File: src/rtl/xlt_chk_pkg.sv
package xlt_chk_pkg;

   typedef enum logic [2:0] {
      RES_PASS    = 3'd0,
      RES_ILLEGAL = 3'd1,
      RES_FAULT   = 3'd2,
      RES_GRANT   = 3'd3,
      RES_WALK    = 3'd4
   } xlt_result_e;

   typedef enum logic [2:0] {
      CAUSE_NONE       = 3'd0,
      CAUSE_RSVD       = 3'd1,
      CAUSE_TV_OFF     = 3'd2,
      CAUSE_BAD_LEVEL  = 3'd3,
      CAUSE_READ_PROT  = 3'd4,
      CAUSE_WRITE_PROT = 3'd5
   } xlt_cause_e;

   typedef enum logic [2:0] {
      OP_READ  = 3'd0,
      OP_WRITE = 3'd1,
      OP_INTR  = 3'd2,
      OP_XLATE = 3'd3,
      OP_CMD   = 3'd4
   } xlt_op_e;

   // field positions that the checks decode
   localparam int ENT_VALID_BIT = 0;
   localparam int ENT_TV_BIT    = 1;
   localparam int ENT_MODE_LSB  = 9;
   localparam int ENT_MODE_W    = 3;
   localparam int ENT_RD_BIT    = 61;
   localparam int ENT_WR_BIT    = 62;

   // architecturally defined bits per quadword
   localparam logic [63:0] Q0_DEFINED = 64'h7fff_ffff_ffff_ff83;
   localparam logic [63:0] Q1_DEFINED = 64'hffff_fbff_ffff_ffff;
   // optional-feature fields, screened as reserved
   localparam logic [63:0] Q0_FEAT_A  = 64'h0030_0000_0000_0000;
   localparam logic [63:0] Q0_FEAT_B  = 64'h1f80_0000_0000_0000;
   localparam logic [63:0] Q0_FEAT_C  = 64'h0040_0000_0000_0000;
   localparam logic [63:0] Q0_FEATURE = Q0_FEAT_A | Q0_FEAT_B | Q0_FEAT_C;
   localparam logic [63:0] Q1_FEATURE = 64'h0000_0000_ffff_0000;

endpackage

File: src/rtl/xlt_rsvd_scan.sv
module xlt_rsvd_scan #(
   parameter logic [63:0] DEF0  = xlt_chk_pkg::Q0_DEFINED,
   parameter logic [63:0] FEAT0 = xlt_chk_pkg::Q0_FEATURE,
   parameter logic [63:0] DEF1  = xlt_chk_pkg::Q1_DEFINED,
   parameter logic [63:0] FEAT1 = xlt_chk_pkg::Q1_FEATURE
) (
   input  logic [63:0] qw0,
   input  logic [63:0] qw1,
   output logic        rsvd_hit
);

   localparam int          NQW    = 2;
   localparam logic [63:0] ALLOW0 = DEF0 & ~FEAT0;
   localparam logic [63:0] ALLOW1 = DEF1 & ~FEAT1;

   logic [NQW-1:0] qw_bad;

   for (genvar i = 0; i < NQW; i++) begin : g_qw
      if (i == 0) begin : g_lo
         assign qw_bad[i] = |(qw0 & ~ALLOW0);
      end else begin : g_hi
         assign qw_bad[i] = |(qw1 & ~ALLOW1);
      end
   end

   assign rsvd_hit = |qw_bad;

endmodule

File: src/rtl/xlt_level_perm.sv
module xlt_level_perm #(
   parameter int MAX_LEVEL = 6
) (
   input  logic [63:0] qw0,
   input  logic [1:0]  req_perm,
   output logic        mode_zero,
   output logic        level_bad,
   output logic        perm_short,
   output logic        write_asked,
   output logic [1:0]  entry_perm
);
   import xlt_chk_pkg::*;

   localparam int MODE_MAX = (1 << ENT_MODE_W) - 1;

   if (MAX_LEVEL < 1 || MAX_LEVEL > MODE_MAX) begin : g_bad_param
      $error("xlt_level_perm: MAX_LEVEL out of range");
   end

   logic [ENT_MODE_W-1:0] mode;
   logic                  present;

   assign mode       = qw0[ENT_MODE_LSB +: ENT_MODE_W];
   assign present    = qw0[ENT_VALID_BIT];
   assign entry_perm = {qw0[ENT_WR_BIT], qw0[ENT_RD_BIT]};
   assign mode_zero  = (mode == '0);

   // a full-range maximum makes every encoding legal
   if (MAX_LEVEL == MODE_MAX) begin : g_all_legal
      assign level_bad = 1'b0;
   end else begin : g_limited
      assign level_bad = (mode > ENT_MODE_W'(MAX_LEVEL));
   end

   // first walk level: the entry itself acts as the top table entity
   assign perm_short  = !present || ((req_perm & entry_perm) != req_perm);
   assign write_asked = req_perm[1];

endmodule

File: src/rtl/xlt_entry_check.sv
module xlt_entry_check #(
   parameter int ADDR_W    = 64,
   parameter int DEVID_W   = 16,
   parameter int MAX_LEVEL = 6
) (
   input  logic               clk,
   input  logic               rst_n,
   input  logic               req_valid,
   input  logic [63:0]        entry_lo,
   input  logic [63:0]        entry_hi,
   input  logic [DEVID_W-1:0] dev_id,
   input  logic [ADDR_W-1:0]  iova,
   input  logic [2:0]         op,
   input  logic [1:0]         req_perm,
   input  logic               excl_en,
   input  logic               excl_hit,
   output logic               out_valid,
   output logic [2:0]         result,
   output logic [1:0]         grant_perm,
   output logic               err_valid,
   output logic [2:0]         err_cause,
   output logic               err_present,
   output logic               err_rsvd,
   output logic               err_write,
   output logic               err_intr,
   output logic               err_xlate,
   output logic [DEVID_W-1:0] err_dev_id,
   output logic [ADDR_W-1:0]  err_addr
);
   import xlt_chk_pkg::*;

   localparam logic [ADDR_W-1:0] LOW2_CLR = ~ADDR_W'(3);

   if (ADDR_W < 12) begin : g_bad_addr
      $error("xlt_entry_check: ADDR_W too small");
   end
   if (DEVID_W < 1) begin : g_bad_dev
      $error("xlt_entry_check: DEVID_W too small");
   end

   logic       rsvd_hit, mode_zero, level_bad, perm_short, write_asked;
   logic [1:0] entry_perm;

   xlt_rsvd_scan u_rsvd (
      .qw0      (entry_lo),
      .qw1      (entry_hi),
      .rsvd_hit (rsvd_hit)
   );

   xlt_level_perm #(.MAX_LEVEL(MAX_LEVEL)) u_lvl (
      .qw0         (entry_lo),
      .req_perm    (req_perm),
      .mode_zero   (mode_zero),
      .level_bad   (level_bad),
      .perm_short  (perm_short),
      .write_asked (write_asked),
      .entry_perm  (entry_perm)
   );

   xlt_result_e       n_res;
   xlt_cause_e        n_cause;
   logic [1:0]        n_perm;
   logic              n_present, n_rsvd, n_err;
   logic [ADDR_W-1:0] n_addr;

   // fixed ranking: valid, reserved, exclusion, tv, mode 0, level, permission
   always_comb begin
      n_res     = RES_PASS;
      n_cause   = CAUSE_NONE;
      n_perm    = 2'b11;
      n_present = 1'b0;
      n_rsvd    = 1'b0;
      n_addr    = '0;
      if (!entry_lo[ENT_VALID_BIT]) begin
         n_res = RES_PASS;
      end else if (rsvd_hit) begin
         n_res   = RES_ILLEGAL;
         n_cause = CAUSE_RSVD;
         n_perm  = 2'b00;
         n_rsvd  = 1'b1;
         n_addr  = iova & LOW2_CLR;
      end else if (excl_en && excl_hit) begin
         n_res = RES_PASS;
      end else if (!entry_lo[ENT_TV_BIT]) begin
         n_res   = RES_FAULT;
         n_cause = CAUSE_TV_OFF;
         n_perm  = 2'b00;
         n_addr  = iova;
      end else if (mode_zero) begin
         n_res  = RES_GRANT;
         n_perm = entry_perm;
      end else if (level_bad) begin
         n_res     = RES_FAULT;
         n_cause   = CAUSE_BAD_LEVEL;
         n_perm    = 2'b00;
         n_present = 1'b1;
         n_addr    = iova;
      end else if (perm_short) begin
         n_res     = RES_FAULT;
         n_cause   = write_asked ? CAUSE_WRITE_PROT : CAUSE_READ_PROT;
         n_perm    = 2'b00;
         n_present = 1'b1;
         n_addr    = iova;
      end else begin
         n_res  = RES_WALK;
         n_perm = entry_perm;
      end
      n_err = (n_res == RES_ILLEGAL) || (n_res == RES_FAULT);
   end

   always_ff @(posedge clk or negedge rst_n) begin
      if (!rst_n) begin
         out_valid   <= 1'b0;
         result      <= RES_PASS;
         grant_perm  <= 2'b00;
         err_valid   <= 1'b0;
         err_cause   <= CAUSE_NONE;
         err_present <= 1'b0;
         err_rsvd    <= 1'b0;
         err_write   <= 1'b0;
         err_intr    <= 1'b0;
         err_xlate   <= 1'b0;
         err_dev_id  <= '0;
         err_addr    <= '0;
      end else begin
         out_valid <= req_valid;
         if (req_valid) begin
            result      <= n_res;
            grant_perm  <= n_perm;
            err_valid   <= n_err;
            err_cause   <= n_cause;
            err_present <= n_present;
            err_rsvd    <= n_rsvd;
            err_write   <= n_err && (op == OP_WRITE);
            err_intr    <= n_err && (op == OP_INTR);
            err_xlate   <= n_err && (op == OP_XLATE);
            err_dev_id  <= n_err ? dev_id : '0;
            err_addr    <= n_addr;
         end
      end
   end


   strobe_follow_chk: assert property (@(posedge clk) disable iff (!rst_n)
      req_valid |=> out_valid);

   strobe_idle_chk: assert property (@(posedge clk) disable iff (!rst_n)
      !req_valid |=> !out_valid);

   bypass_chk: assert property (@(posedge clk) disable iff (!rst_n)
      (req_valid && !entry_lo[ENT_VALID_BIT]) |=> (result == RES_PASS) && !err_valid);

   illegal_addr_chk: assert property (@(posedge clk) disable iff (!rst_n)
      (out_valid && result == RES_ILLEGAL) |-> err_rsvd && (err_addr[1:0] == 2'b00) && err_valid);

   fault_no_perm_chk: assert property (@(posedge clk) disable iff (!rst_n)
      (out_valid && result == RES_FAULT) |-> (grant_perm == 2'b00) && err_valid && !err_rsvd);

   prot_present_chk: assert property (@(posedge clk) disable iff (!rst_n)
      (out_valid && (err_cause == CAUSE_READ_PROT || err_cause == CAUSE_WRITE_PROT)) |-> err_present);

   walk_clean_chk: assert property (@(posedge clk) disable iff (!rst_n)
      (out_valid && result == RES_WALK) |-> !err_valid && (err_cause == CAUSE_NONE));

endmodule

File: config.mk
export PLATFORM = sky130hd
export DESIGN_NAME = xlt_entry_check
export DESIGN_NICKNAME = d
export VERILOG_FILES = /design/src/rtl/xlt_chk_pkg.sv /design/src/rtl/xlt_rsvd_scan.sv /design/src/rtl/xlt_level_perm.sv /design/src/rtl/xlt_entry_check.sv
export SDC_FILE = /design/constraint.sdc
export NUM_CORES = 1
export LEC_CHECK = 0
export CAP_MARGIN = 20
export CORE_ASPECT_RATIO = 0.6
export CORE_MARGIN = 2
export CORE_UTILIZATION = 25
export CTS_CLUSTER_DIAMETER = 80
export CTS_CLUSTER_SIZE = 40
export DETAILED_ROUTE_END_ITERATION = 6
export GPL_TIMING_DRIVEN = 0
export HOLD_SLACK_MARGIN = 0.15
export PLACE_DENSITY = 0.68
export RECOVER_POWER = 25
export SYNTH_ARGS = -nofsm -noshare
export SYNTH_HDL_FRONTEND = slang
export SYNTH_SLANG_ARGS = --single-unit
export TNS_END_PERCENT = 5
File: constraint.sdc
create_clock -name clk -period 1.1 [get_ports clk]
set_clock_uncertainty 0.05 [all_clocks]
set_input_delay 0.165 -clock clk [delete_from_list [all_inputs] [get_ports clk]]
set_output_delay 0.165 -clock clk [all_outputs]
set_load 0.02 [all_outputs]
==> results of run 1 <==
## per-layer routing
metal	global-route usage (%)	wire [µm]
met1	23.3	6050
met2	24.6	5690
met3	5.85	950
met4	3.85	222
met5	0	0
## worst max-delay path, delay by kind of cell
family,cells,cell delay (ns)
AO/OA/AOI/OAI,3,0.55
buffers and inverters,3,0.41
AND/OR/NAND/NOR,2,0.51
## Yosys cell counts (2+ instances only)
library cell / count
a21oi_1: 3
a22o_1: 82
a32o_1: 4
buf_6: 7
clkbuf_1: 10
dfrtp_1: 95
inv_1: 6
nand2_1: 8
nand2b_1: 3
nand3_1: 4
nand4_1: 5
nor2_1: 7
nor2b_1: 2
nor3_1: 2
nor4_1: 8
o21ai_0: 6
## how the worst min path moves through the flow
stage | to | slack (ns) | cells past startpoint
5_1_grt | err_addr[60] | 0.08 | 1
4_1_cts | err_addr[58] | -0.19 | 1
6_report | err_addr[58] | -0.006 | 1
2_1_floorplan | err_addr[0] | -0.18 | 0
3_5_place_dp | err_addr[58] | 0.19 | 1
3_3_place_gp | err_valid | 0.41 | 1
## registers in the layout (all words and copies together), names as in the netlist
register     count
err_present      1
err_xlate        1
err_write        1
err_valid        1
err_intr         1
result           3
out_valid        1
err_dev_id      16
err_rsvd         1
err_addr        64
grant_perm       2
err_cause        3
## metrics by stage
step	instances	TNS [ns]
after floorplan	264	-34.10
after global placement	685	-451.26
after detailed placement	686	-118.88
after CTS	716	-28.02
after global routing	719	-36.84
final	719	-29.63
## layout make-up
type | count | area share (%)
Timing Repair Buffer | 242 | 33.2
Multi-Input combinational cell | 144 | 19.7
Clock inverter | 5 | 0.650
Buffer | 18 | 2.43
Clock buffer | 10 | 3.50
Tap cell | 198 | 3.79
Inverter | 7 | 0.402
Sequential cell | 95 | 36.3
## timing repair
| item | 4_1_cts | 5_1_grt |
|---|---|---|
| buffers inserted | 10 | 2 |
| endpoints found under the hold margin | 50 | 48 |
| cloned | 3 | 1 |
| pin swaps | 14 | 11 |
| setup endpoints to repair | 189 | 188 |
| gates resized for setup | 570 | 68 |
## cell families (layout without fill, tap and decap cells)
group	count (synthesis)	after routing
AOI/OAI and AO/OA	102	102
and+or+nand+nor	42	42
buffers and inverters	25	282
DFF	95	95
## power breakdown
group	switching (W)	leakage [nW]	internal, W	total, W
Combinational	0.00114	1.76	0.00119	0.00233
Clock	0.00136	0.130	0.00155	0.00291
Sequential	0.000215	1.21	0.00383	0.00405
==> flow_summary_export.csv, run 1 <==
group,metric,value,unit
clock_tree,clockRootBuffer,"clkbuf_16",
setup_path,worst_path_most_repeated_cell,"o21ai_4",
clock_tree,cts_buffers,9,
pwr,vdd_drop_max,0.000759,V
setup_path,crit_chain,"buf_6 -> nor4_4 -> nand4_1 -> o21ai_4 -> o21ai_4 -> buf_12 -> buf_8 -> a32o_1",
grt,antenna_found_initial,0,
place,io_buffers,223,
clock_tree,cts.clk_slew.worst_paths,0.07,ns
place,placed_cell_area,6200,µm²
finish,fin_util,45.6,%
die,core-area,14300,µm²
yosys,synth_seq_cells,95,
die,dieArea,15600,µm²
timing,whs,-0.00608,ns
timing,worstMarginPinSlew,1.16,ns
grt,grt_pass1_wl,20300,µm
setup_path,rrSetupSlack,0.29,ns
timing,post-route-min-period,1.47,ns
yosys,ys_warn_count,0,
pwr,power,0.00929,W
yosys,yosysSeqAreaShare,65.4,%
timing,clock.fmax,682,MHz
yosys,synth_mux_area_share,0,%
clock_tree,cts_max_level,3,
setup_path,r2r.worst_path.cells,1,
finish,nNetsFinal,735,
timing,finalSetupViolCount,102,
setup_path,slowest_stage,"nor4_4",
yosys,synth.top_cells.by_area,"dfrtp_1, a22o_1, buf_6, nor4_1, a32o_1",
grt,grt.total_usage,16.6,%
clock_tree,tritoncts,"yes",
setup_path,end_kind,"flip-flop",
flow_run,maxCapViolCount,0,
outcome,violations,"negative hold slack, negative setup slack",
yosys,ys_async_sr_fraction,100,%
route,wirelength,12900,µm
setup_path,regToRegEndpoint,"err_addr[49]",
finish,syn_to_final_growth,80.0,%
setup_path,slowest_delay,0.28,ns
route,first_pass_iters,4,
place,pre_cts_slack,-1.28,ns
yosys,syn-num-nets,482,
grt,grt_max_degree,50,
pwr,powerDensity,1420,nW/µm²
timing,hold_viol,6,
yosys,yosys.area.top_type,"dfrtp_1",
route,viasPerCell,4.67,
die,rows,34,
grt,grt_pass1_vias,3541,
setup_path,criticalPathCategory,"in -> reg",
yosys,synth_cells,264,
clock_tree,hold_buffers,2,
timing,rsz0062_at_grt,"yes",
outcome,outcome,"finished with violations",
yosys,synth_enable_flop_cells,0,
yosys,synthSimpleGateAreaFrac,6.06,%
die,die_w,160,µm
finish,seqCellArea,2380,µm²
timing,min_period_over_period,133,%
finish,drive_above_1_share,36.5,%
timing,slew_viol_final,0,
setup_path,crit_fanout,10,
yosys,synth_top_family_by_area,"compound AO/OA/AOI/OAI gates",
yosys,syn_area,3630,µm²
die,pin_count,313,
setup_path,crit_start,"entry_lo[57]",
yosys,yosysUniqueCellTypes,28,
yosys,synth_compound_area_share,24.2,%
grt,grt-ovfl-total,0,
route,ant_nets,0,
setup_path,worstPathRequired,1.27,ns
yosys,avgSynthCellArea,13.8,µm²
finish,layout_common_cells,"dfrtp_1, clkdlybuf4s50_1, a22o_1",
yosys,yosysTopAreaCellShare,65.4,%
clock_tree,cts_sinks,95,
finish,multiInputGateArea,1290,µm²
die,die-height,97.4,µm
finish,postLayoutCellArea,6540,µm²
finish,num_antenna_cells,0,
finish,final_common_cell,"dfrtp_1",
route,vias,3360,
timing,slew_headroom,23.0,%
timing,fin_ws,-0.365,ns
yosys,synthFlopType,"dfrtp_1",
clock_tree,worstSkewPairLatency,0.33,ns
route,wl_per_cell,18.0,µm
die,start_util,25.4,%
setup_path,cp-endpoint,"err_write",
finish,nFillCells,1332,
hold_path,hp-class,"in -> async",
clock_tree,clockBufferDepth,2,
setup_path,start_kind,"input port",
yosys,synthAdderAreaFrac,0,%
route,drt_iter0_drc,155,
place,place_congestion,0.800,
route,drc,0,
setup_path,arrival,1.64,ns
yosys,synth_xor_area_share,0,%
setup_path,r2r_start,"err_addr[49]",
pwr,p_leak,3.09,nW
place,dpl.hpwl,9180,µm
(Power assumes the default switching activity.)
==> run 2, diff against run 1 <==
--- a/config.mk
+++ b/config.mk
@@ -14,6 +14,7 @@
 export DETAILED_ROUTE_END_ITERATION = 6
 export GPL_TIMING_DRIVEN = 0
 export HOLD_SLACK_MARGIN = 0.15
+export MAX_ROUTING_LAYER = met4
 export PLACE_DENSITY = 0.68
 export RECOVER_POWER = 25
 export SYNTH_ARGS = -nofsm -noshare
==> run 2 against run 1 <==
  * Final area barely moved
  * The flow finishes with violations (negative setup slack)
  * Register-to-register slack barely moved
  * Critical path depth unchanged
  * Combinational power about the same
  * Power barely moved
  * Count of clock-buffer cells in the layout did not move
  * Largest cell class unchanged
  * Worst hold slack better by 0.0088 ns
  * Worst setup slack worse by 0.017 ns
  * Utilization about the same
  * Via count increased by 0.21%
  * Sequential power about the same
==> flow_summary_export.csv, run 2 (synthesized netlist as in run 1, its figures left out) <==
group,metric,value,unit
die,start_util,25.4,%
die,rows,34,
finish,top_register,"err_addr",
finish,syn_to_final_growth,80.1,%
route,ant_nets,0,
clock_tree,cts_max_level,3,
finish,drive_above_1_share,36.5,%
timing,finalSetupViolCount,105,
grt,grt-ovfl-total,0,
setup_path,worst_path_most_repeated_cell,"o21ai_4",
die,dieArea,15600,µm²
finish,reg_top3,"err_addr x64, err_dev_id x16",
finish,nNetsFinal,735,
finish,largest_reg_flops,64,
setup_path,slowest_delay,0.29,ns
route,drc,0,
grt,grt_pass1_wl,20200,µm
finish,multiInputGateArea,1290,µm²
timing,post-route-min-period,1.48,ns
place,dpl.hpwl,9180,µm
clock_tree,cts_sinks,95,
flow_run,maxCapViolCount,0,
clock_tree,cts.clk_slew.worst_paths,0.07,ns
setup_path,crit_fanout,10,
pwr,p_leak,3.09,nW
pwr,vdd_drop_max,0.000757,V
timing,slew_viol_final,0,
die,pin_count,313,
route,vias,3367,
timing,slew_headroom,23.2,%
outcome,violations,"negative setup slack",
grt,antenna_found_initial,0,
die,core-area,14300,µm²
setup_path,crit_cells,8,
clock_tree,clockRootBuffer,"clkbuf_16",
timing,clock.fmax,675,MHz
timing,fin_ws,-0.382,ns
clock_tree,cts_buffers,9,
setup_path,critPathBufInv,3,
setup_path,cp_top_family,"compound AO/OA/AOI/OAI gates",
setup_path,start_kind,"input port",
route,drt_iter0_drc,156,
place,place_inst,686,
timing,fin_tns_setup,-31.14,ns
grt,grt_pass1_vias,3540,
route,viasPerCell,4.68,
grt,grt.total_usage,17.1,%
finish,final_common_cell,"dfrtp_1",
setup_path,criticalPathCategory,"in -> reg",
finish,seqCellArea,2380,µm²
setup_path,arrival,1.65,ns
route,first_pass_iters,5,
finish,nFillCells,1331,
setup_path,end_kind,"flip-flop",
outcome,outcome,"finished with violations",
pwr,powerDensity,1420,nW/µm²
finish,instances_no_fill,719,
timing,min_period_over_period,135,%
clock_tree,tritoncts,"yes",
place,io_buffers,223,
timing,hold_viol,0,
setup_path,crit_chain,"buf_6 -> nor4_4 -> nand4_1 -> o21ai_4 -> o21ai_4 -> buf_12 -> buf_8 -> a32o_1",
die,die-height,97.4,µm
clock_tree,clockBufferDepth,2,
timing,worstMarginPinSlew,1.15,ns
route,wirelength,12900,µm
setup_path,r2r.worst_path.cells,1,
timing,rsz0062_at_grt,"yes",
grt,grt_max_degree,50,
clock_tree,hold_buffers,2,
clock_tree,worstSkewPairLatency,0.33,ns
die,die_w,160,µm
timing,whs,0.00269,ns
place,place_congestion,0.811,
setup_path,slowest_stage,"nor4_4",
finish,num_antenna_cells,0,
setup_path,worstPathRequired,1.27,ns
route,wl_per_cell,18.0,µm
finish,layout_common_cells,"dfrtp_1, clkdlybuf4s50_1, a22o_1",
hold_path,hp-class,"in -> async",
## run 2: layout make-up
class / count / share of cell area, %
flip-flops and latches: 95 / 36.3
well taps: 198 / 3.78
clock inverters: 5 / 0.650
inverters: 7 / 0.401
multi-input cells: 144 / 19.7
plain buffers: 18 / 2.43
repair buffers: 242 / 33.3
clock buffers: 10 / 3.50
## run 2: metal layers
| metal | routed length (µm) | part of all wire, % | vias to the layer above | GRT usage (%) |
|---|---|---|---|---|
| met5 | 0 | 0 | - | - |
| li1 | - | - | 1522 | - |
| met1 | 6010 | 47 | 1681 | 23.6 |
| met2 | 5780 | 45 | 145 | 24.6 |
| met3 | 936 | 7.2 | 19 | 5.29 |
| met4 | 190 | 1.5 | 0 | 3.64 |
## run 2: repair_timing
item	in CTS	in global routing
endpoints found under the setup margin	189	188
setup buffers	10	2
endpoints found under the hold margin	50	48
resized for setup	570	70
pin swaps	14	11
cloned	3	1
## run 2: final timing paths
kind	startpoint	slack, ns	endpoint
hold reg to reg	err_write	0.44	err_write
min in group clk	entry_lo[62]	0.19	grant_perm[1]
max in group asynchronous	rst_n	0.18	err_write
setup reg to reg	err_addr[49]	0.29	err_addr[49]
hold / removal	rst_n	0.003	err_addr[58]
setup / recovery	entry_lo[57]	-0.38	err_write
## run 2: metrics by stage
step	setup WS, ns	cell area (µm²)	util (%)	power [W]
finish	-0.382	6550	45.7	0.00929
global route	-0.414	6550	45.7	0.00973
CTS	-0.397	6300	44.0	0.00924
detailed placement	-1.28	6200	43.2	0.00648
global placement	-3.57	6170	43.0	0.00642
floorplan	-0.423	3690	-	0.00503
## run 2: report_power, final
group | leakage (nW) | total, W | internal, W | switching, W
Sequential | 1.21 | 0.00405 | 0.00383 | 0.000215
Clock | 0.130 | 0.00291 | 0.00155 | 0.00136
Combinational | 1.76 | 0.00234 | 0.00120 | 0.00114
Total | 3.09 | 0.00929 | 0.00658 | 0.00271
==> run 3, diff against run 2 <==
--- a/config.mk
+++ b/config.mk
@@ -15,7 +15,7 @@
 export GPL_TIMING_DRIVEN = 0
 export HOLD_SLACK_MARGIN = 0.15
 export MAX_ROUTING_LAYER = met4
-export PLACE_DENSITY = 0.68
+export PLACE_DENSITY = 0.7
 export RECOVER_POWER = 25
 export SYNTH_ARGS = -nofsm -noshare
 export SYNTH_HDL_FRONTEND = slang
==> run 3 against run 2 <==
  * Via count shrank 1.1%
  * First-iteration DRC count up 17%
  * Final cell count is 0.14% lower
  * Count of clock-buffer cells in the layout stayed put
  * The flow finishes with violations (negative hold slack, negative setup slack)
==> flow_summary_export.csv, run 3 (synthesized netlist as in run 1, its figures left out) <==
group,metric,value,unit
finish,largest_reg_flops,64,
route,wl_per_cell,17.7,µm
die,die_w,160,µm
finish,syn_to_final_growth,79.0,%
setup_path,slowest_stage,"nor4_1",
clock_tree,cts_buffers,9,
pwr,p_leak,3.09,nW
grt,grt_pass1_wl,20500,µm
grt,grt.total_usage,17.1,%
flow_run,maxCapViolCount,0,
grt,grt_util_met1,22.4,%
pwr,power,0.00955,W
die,core-area,14300,µm²
setup_path,crit_fanout,10,
place,dpl.hpwl,9390,µm
route,drc,0,
route,wirelength,12700,µm
setup_path,crit_chain,"buf_2 -> nor4_1 -> nand4_1 -> buf_6 -> o21ai_4 -> o21ai_4 -> buf_12 -> buf_6 -> a22o_1",
timing,slew_viol_final,0,
finish,top_register,"err_addr",
timing,post-route-min-period,1.43,ns
grt,grt-ovfl-total,0,
setup_path,start_kind,"input port",
timing,slew_headroom,23.2,%
setup_path,arrival,1.60,ns
grt,met2_usage,26.4,%
timing,clock.fmax,698,MHz
timing,hold_viol,2,
setup_path,cp_top_family,"buffers and inverters",
clock_tree,cts_sinks,95,
timing,finalSetupViolCount,107,
grt,grt_max_degree,53,
finish,nNetsFinal,733,
setup_path,critPathBufInv,4,
route,ant_nets,0,
route,viasPerCell,4.64,
setup_path,end_kind,"flip-flop",
place,place_congestion,0.841,
route,first_pass_iters,6,
grt,grt_pass1_vias,3746,
pwr,powerDensity,1470,nW/µm²
setup_path,criticalPathCategory,"in -> reg",
die,dieArea,15600,µm²
finish,nFillCells,1369,
die,die-height,97.4,µm
grt,busiest_layer,"met2",
die,pin_count,313,
place,io_buffers,223,
route,drt_iter0_drc,183,
finish,layout_common_cells,"dfrtp_1, clkdlybuf4s50_1, a22o_1",
timing,fin_tns_setup,-26.36,ns
timing,min_period_over_period,130,%
timing,fin_ws,-0.334,ns
hold_path,hp-class,"in -> async",
timing,rsz0062_at_grt,"yes",
clock_tree,tritoncts,"yes",
clock_tree,cts_max_level,3,
finish,reg_top3,"err_addr x64, err_dev_id x16",
clock_tree,cts.clk_slew.worst_paths,0.07,ns
setup_path,worstPathRequired,1.26,ns
grt,use_met3,5.12,%
setup_path,slowest_delay,0.29,ns
timing,worstMarginPinSlew,1.15,ns
finish,final_common_cell,"dfrtp_1",
timing,whs,-0.000997,ns
outcome,violations,"negative hold slack, negative setup slack",
finish,num_antenna_cells,0,
die,rows,34,
clock_tree,clockBufferDepth,2,
outcome,outcome,"finished with violations",
route,vias,3329,
clock_tree,clockRootBuffer,"clkbuf_16",
pwr,vdd_drop_max,0.000936,V
finish,drive_above_1_share,36.3,%
grt,antenna_found_initial,0,
die,start_util,25.4,%
clock_tree,worstSkewPairLatency,0.33,ns
-- run 3: power by group --
part,switching (W),internal [W]
logic,0.00112,0.00119
clock network,0.00136,0.00184
registers,0.000220,0.00383
total,0.00270,0.00686
-- run 3: layout make-up --
cell class | instances | area (µm²) | share of cell area [%]
inverter | 7 | 26.3 | 0.404
tap | 198 | 248 | 3.81
timing repair buffer | 240 | 2140 | 32.9
multi-input combinational | 144 | 1260 | 19.3
clock buffer | 10 | 239 | 3.67
sequential | 95 | 2380 | 36.5
buffer | 18 | 150 | 2.31
clock inverter | 6 | 68.8 | 1.06
-- run 3: per-stage QoR --
| step | cells | setup slack [ns] | util (%) | instance area (µm²) | hold slack, ns |
|---|---|---|---|---|---|
| global route | 718 | -0.367 | 45.4 | 6500 | 0.0916 |
| detailed placement | 686 | -1.34 | 43.2 | 6200 | 0.150 |
| CTS | 717 | -0.409 | 44.1 | 6320 | -0.222 |
| global placement | 685 | -3.54 | 43.0 | 6170 | 0.414 |
| floorplan | 264 | -0.423 | - | 3690 | -0.181 |
| finish | 718 | -0.334 | 45.4 | 6500 | -0.000997 |
-- run 3: layer usage --
layer	share of wire (%)	up-vias
met5	0	-
met4	1.2	0
met1	47	1667
li1	-	1522
met2	46	128
met3	5.9	12
-- run 3: final timing paths --
kind / slack (ns) / endpoint / depth (start not counted) / startpoint
setup / recovery: -0.33 / err_dev_id[8] / 9 / entry_hi[27]
hold / removal: -0.001 / err_dev_id[4] / 1 / rst_n
setup reg to reg: 0.28 / err_dev_id[8] / 1 / err_dev_id[8]
hold reg to reg: 0.46 / err_addr[58] / 1 / err_addr[58]
max in group asynchronous: 0.18 / err_addr[34] / 2 / rst_n
min in group clk: 0.20 / err_cause[1] / 4 / entry_lo[1]
-- run 3: repair_timing --
item                                    CTS  global route
cloned                                    2             1
hold buffers                              1             1
endpoints found under the setup margin  189           189
pin swaps                                21            10
endpoints found under the hold margin    44            44
setup buffers                            12             0
gates resized for setup                 561            69
